File: config.mk
export PLATFORM = sky130hd
export DESIGN_NAME = baud_gen16
export DESIGN_NICKNAME = d
export VERILOG_FILES = /design/src/rtl/bg_pkg.sv /design/src/rtl/bg_regs.sv /design/src/rtl/bg_counter.sv /design/src/rtl/bg_toggle.sv /design/src/rtl/baud_gen16.sv
export SDC_FILE = /design/constraint.sdc
export NUM_CORES = 1
export LEC_CHECK = 0
export BUFFER_PORTS_ARGS = -buffer_cell sky130_fd_sc_hd__buf_2
export CELL_PAD_IN_SITES_DETAIL_PLACEMENT = 2
export CELL_PAD_IN_SITES_GLOBAL_PLACEMENT = 2
export CORE_MARGIN = 8
export CORE_UTILIZATION = 38
export DETAILED_ROUTE_END_ITERATION = 12
export MAX_ROUTING_LAYER = met4
export PLACE_DENSITY = 0.79
export SLEW_MARGIN = 0
export SYNTH_ARGS = -nofsm -noshare
export SYNTH_HDL_FRONTEND = slang
export SYNTH_SLANG_ARGS = --single-unit
File: constraint.sdc
create_clock -name clk -period 2.9 [get_ports clk]
set_input_delay 0.145 -clock clk [delete_from_list [all_inputs] [get_ports clk]]
set_output_delay 0.145 -clock clk [all_outputs]
set_load 0.02 [all_outputs]
File: src/rtl/bg_pkg.sv
package bg_pkg;
  localparam int unsigned BG_DATA_W = 8;
  localparam int unsigned BG_ADDR_W = 3;
  localparam int unsigned BG_NBYTES = 2;
endpackage

File: src/rtl/bg_regs.sv
module bg_regs #(
  parameter int unsigned DATA_W = bg_pkg::BG_DATA_W,
  parameter int unsigned ADDR_W = bg_pkg::BG_ADDR_W,
  parameter int unsigned NBYTES = bg_pkg::BG_NBYTES,
  localparam int unsigned DIV_W = DATA_W * NBYTES
) (
  input  logic              clk,
  input  logic              rst,
  input  logic              cs_n,
  input  logic              wr_n,
  input  logic              rd_n,
  input  logic [ADDR_W-1:0] addr,
  input  logic [DATA_W-1:0] wdata,
  output logic [DATA_W-1:0] rdata,
  output logic [DIV_W-1:0]  div,
  output logic              load
);
  logic wr_en, rd_en, hit;
  logic [NBYTES-1:0][DATA_W-1:0] byte_q;
  logic [DATA_W-1:0] rd_mux;

  assign wr_en = !cs_n && !wr_n;
  assign rd_en = !cs_n && !rd_n;
  assign hit   = addr < ADDR_W'(NBYTES);

  genvar g;
  generate
    for (g = 0; g < NBYTES; g++) begin : g_byte
      always_ff @(posedge clk) begin
        if (rst) byte_q[g] <= '0;
        else if (wr_en && addr == ADDR_W'(g)) byte_q[g] <= wdata;
      end
      // an unselected port leaves every latch untouched
      p_unselected_hold_r3: assert property (@(posedge clk) disable iff (rst)
        cs_n |=> $stable(byte_q[g]));
    end
  endgenerate

  always_comb begin
    rd_mux = '0;
    for (int i = 0; i < NBYTES; i++)
      if (addr == ADDR_W'(i)) rd_mux = byte_q[i];
  end

  always_ff @(posedge clk) begin
    if (rst) begin
      rdata <= '0;
      load  <= 1'b0;
    end else begin
      rdata <= rd_en ? rd_mux : '0;
      load  <= wr_en && hit;
    end
  end

  assign div = byte_q;

  // read data is zero unless a selected read was sampled
  p_rdata_idle_r2: assert property (@(posedge clk) disable iff (rst)
    !rd_en |=> rdata == '0);
  // a decoded write always requests a reload
  p_write_reload_r4: assert property (@(posedge clk) disable iff (rst)
    (wr_en && hit) |=> load);
endmodule

File: src/rtl/bg_counter.sv
module bg_counter #(
  parameter int unsigned DIV_W = 16
) (
  input  logic             clk,
  input  logic             rst,
  input  logic [DIV_W-1:0] div,
  input  logic             load,
  output logic             tick
);
  logic [DIV_W-1:0] cnt_q;

  always_ff @(posedge clk) begin
    if (rst) begin
      cnt_q <= '0;
      tick  <= 1'b0;
    end else if (load) begin
      cnt_q <= div;
      tick  <= 1'b0;
    end else if (div == '0) begin
      cnt_q <= '0;
      tick  <= 1'b0;
    end else if (cnt_q <= DIV_W'(1)) begin
      cnt_q <= div;
      tick  <= (cnt_q == DIV_W'(1));
    end else begin
      cnt_q <= cnt_q - 1'b1;
      tick  <= 1'b0;
    end
  end

  // zero divisor never pulses
  p_zero_quiet_r7: assert property (@(posedge clk) disable iff (rst)
    div == '0 |=> !tick);
  // reload takes the current divisor and suppresses a pulse
  p_reload_r4: assert property (@(posedge clk) disable iff (rst)
    load |=> (cnt_q == $past(div)) && !tick);
  // terminal count yields a pulse and a fresh period
  p_terminal_r5: assert property (@(posedge clk) disable iff (rst)
    (!load && div != '0 && cnt_q == DIV_W'(1)) |=> tick && cnt_q == $past(div));
  // a pulse only follows a count of one
  p_pulse_src_r5: assert property (@(posedge clk) disable iff (rst)
    !(cnt_q == DIV_W'(1)) |=> !tick);
endmodule

File: src/rtl/bg_toggle.sv
module bg_toggle (
  input  logic clk,
  input  logic rst,
  input  logic tick,
  output logic wave
);
  always_ff @(posedge clk) begin
    if (rst) wave <= 1'b0;
    else if (tick) wave <= ~wave;
  end

  // inversion after a pulse, hold otherwise
  p_flip_r8: assert property (@(posedge clk) disable iff (rst)
    tick |=> wave != $past(wave));
  p_hold_r8: assert property (@(posedge clk) disable iff (rst)
    !tick |=> $stable(wave));
endmodule

File: src/rtl/baud_gen16.sv
module baud_gen16 #(
  parameter int unsigned DATA_W = bg_pkg::BG_DATA_W,
  parameter int unsigned ADDR_W = bg_pkg::BG_ADDR_W,
  parameter int unsigned NBYTES = bg_pkg::BG_NBYTES
) (
  input  logic              clk,
  input  logic              rst,
  input  logic              cs_n,
  input  logic              wr_n,
  input  logic              rd_n,
  input  logic [ADDR_W-1:0] addr,
  input  logic [DATA_W-1:0] wdata,
  output logic [DATA_W-1:0] rdata,
  output logic              baud_en,
  output logic              baud_out
);
  localparam int unsigned DIV_W = DATA_W * NBYTES;

  logic [DIV_W-1:0] div;
  logic             load;

  bg_regs #(.DATA_W(DATA_W), .ADDR_W(ADDR_W), .NBYTES(NBYTES)) u_regs (
    .clk(clk), .rst(rst), .cs_n(cs_n), .wr_n(wr_n), .rd_n(rd_n),
    .addr(addr), .wdata(wdata), .rdata(rdata), .div(div), .load(load)
  );

  bg_counter #(.DIV_W(DIV_W)) u_cnt (
    .clk(clk), .rst(rst), .div(div), .load(load), .tick(baud_en)
  );

  bg_toggle u_tog (
    .clk(clk), .rst(rst), .tick(baud_en), .wave(baud_out)
  );

  // outputs quiet in the cycle after reset
  p_reset_quiet_r1: assert property (@(posedge clk)
    rst |=> !baud_en && !baud_out && rdata == '0);
endmodule

==> reports/metrics.cfg <==
[synthesis]
ys_seq_area_frac=0.443
synth_area_sq_um=1940
avgSynthCellArea_sq_um=9.71
synth.largest_area_cell=dfxtp_1
synth-xor-area-share=0.0586
synthTopCellsByArea=dfxtp_1, mux2i_1, nor2_1
synth_top_family_by_area=simple AND/OR/NAND/NOR gates
synthAdderAreaFrac=0.0129
ys_warn_count=0
synth_top_cell_area_share=0.443
syn_nets=218
synthCells=200
synth_cell_types=31
synthMuxAreaShare=0.124
synth_compound_area_frac=0.117
yosys.area_share.simple=0.206
ys_seq_elements=43

[floorplanning]
die-area_sq_um=7650
ios=26
num_rows=26
die_w_microns=87.5
die_y_microns=87.5
start_util=0.388
core-area_sq_um=5010

[setup_path]
crit_path_end_kind=flip-flop
required_ps=3120
startpoint=u_cnt.cnt_q[4]
crit_arrival_ps=2230
path_class=flip-flop to flip-flop
r2r_start=u_cnt.cnt_q[4]
crit_fanout=16
worstSetupStartpointType=flip-flop

[timing]
finalMaxSlewViolations=0
rsz0062_at_grt=false
fin_tns_setup_ps=0
finalCritPeriodShare=0.691
tightest_slew_ps=671
finalCriticalPeriod_ps=2000
clock_skew_ps=4.16
setup_viol=0
relSlewSlack=0.553
fmax_ghz=0.499
finalHoldViolCount=0

[placed_design]
place_area_sq_um=2100
io_buffers=25
place.gp.congestion=0.803
dp_hpwl_microns=4230

[cts]
htree_levels=2
clockRootBuffer=clkbuf_8
clockBufferDepth=2
numClockSinks=43
insertion_delay_ps=290
post_cts_buffers=0
cts_resized=0
cts_hold_buf=0
tritoncts=done
cts.clk_slew.worst_paths_ps=80
cts_buffers=5

[final_layout]
fin_area_sq_um=2180
layout.nets=241
fin_util=0.436
layout_commonest_cell=nor2_1
fillers=571
syn_to_final_growth_pct=12.4
diodes=0
drive_gt1_frac=0.197
layout_common_cells=nor2_1, dfxtp_1, buf_2

[route]
drt-initial-drc-count=53
wl_per_cell_microns=19.2
dr.pass1.iters=4
drc=0
via_count=1567
postRouteAntennaNets=0
drt_wl_total_microns=5620
avgViaCountPerCell=5.35

[pwr]
peakVddDrop_mv=1.06
leakagePower_uw=0.000910
power_uw=3010
power.share.clock=0.129
power_frac_comb=0.602
power.switching_uw=1440
powerDensity_nw_per_um2=1380
p_int_uw=1570
pwr-share-seq=0.269
switching_share=0.479

[hold_path]
min_from=wdata[5]
min_path_type=input pin to flip-flop

[grt]
grt_max_degree=37
grt_pass1_wl_microns=9580
grt-ovfl-total=0
antenna_found_initial=0
grt_pass1_vias=1837
track_usage=0.169

[run_status]
status=complete, no violations

[flow_run]
maxCapViolCount=0

==> stage by stage <==
| step | cells | hold slack [ps] | worst slack (ps) |
|---|---|---|---|
| global route | 293 | 109 | 724 |
| global placement | 286 | 391 | 953 |
| detailed placement | 286 | 410 | 882 |
| CTS | 293 | 100 | 860 |
| floorplan | 200 | 289 | 1230 |
| finish | 293 | 104 | 896 |
==> critical path, stage by stage, from the launching register on <==
cell	delay (ps)
dfxtp_1	360
nor4_4	540
o2111ai_2	280
o21bai_4	470
a22oi_2	150
nor2_1	130
==> layout make-up <==
| cell class | count | area [sq um] | area share |
|---|---|---|---|
| clock buffer | 6 | 82.6 | 0.0378 |
| clock inverter | 1 | 5.00 | 0.00229 |
| inverter | 4 | 15.0 | 0.00688 |
| multi-input combinational | 144 | 1010 | 0.461 |
| sequential | 43 | 861 | 0.394 |
| tap | 70 | 87.6 | 0.0401 |
| timing repair buffer | 25 | 125 | 0.0573 |
==> power groups by stage <==
stage / clock (uW) / sequential, uW / combinational [uW]
floorplan: 0 / 787 / 1600
global placement: 0 / 813 / 1750
detailed placement: 0 / 825 / 1820
CTS: 399 / 813 / 1840
global route: 422 / 826 / 2020
finish: 388 / 810 / 1820
==> registers in the layout, summed over array words and instances (netlist names) <==
signal / count
u_cnt.tick: 1
u_tog.wave: 1
u_regs.load: 1
u_regs.rdata: 8
u_regs.div: 16
u_cnt.cnt_q: 16
==> worst paths after layout <==
kind,end,slack (ps),depth (start not counted)
worst max-delay path,u_cnt.cnt_q[9],900,5
worst min register to register,u_cnt.cnt_q[15],520,2
worst min-delay path,u_regs.div[5],100,3
worst max register to register,u_cnt.cnt_q[9],900,5
==> cells in the mapped netlist, drive strengths merged <==
master / number
nand4b: 1
dfxtp: 43
nor3: 5
o2111ai: 1
o21bai: 1
nand2b: 2
nand3: 6
inv: 4
xnor2: 11
buf: 2
nand3b: 1
a41oi: 1
and4b: 1
nand4: 2
mux2i: 24
nand2: 6
ha: 2
o21a: 3
or3: 1
a22oi: 14
clkbuf: 7
nor2: 47
o21ai: 2
a21oi: 2
xor2: 2
nor4: 9
==> kinds of logic after synthesis <==
group	after synthesis
mux	24
xor+xnor	13
flops	43
buf+inv	13
fa+ha+maj	2
compound gates	24
simple gates	81
==> layer usage <==
metal / up-vias / GRT usage / wire length (microns) / share of wire
met3: 8 / 0.0330 / 149 / 0.027
li1: 743 / - / - / -
met2: 27 / 0.300 / 2960 / 0.53
met5: - / - / 0 / 0
met1: 789 / 0.186 / 2430 / 0.43
met4: 0 / 0.0484 / 80 / 0.014
Power figures use the tool's default switching activity.
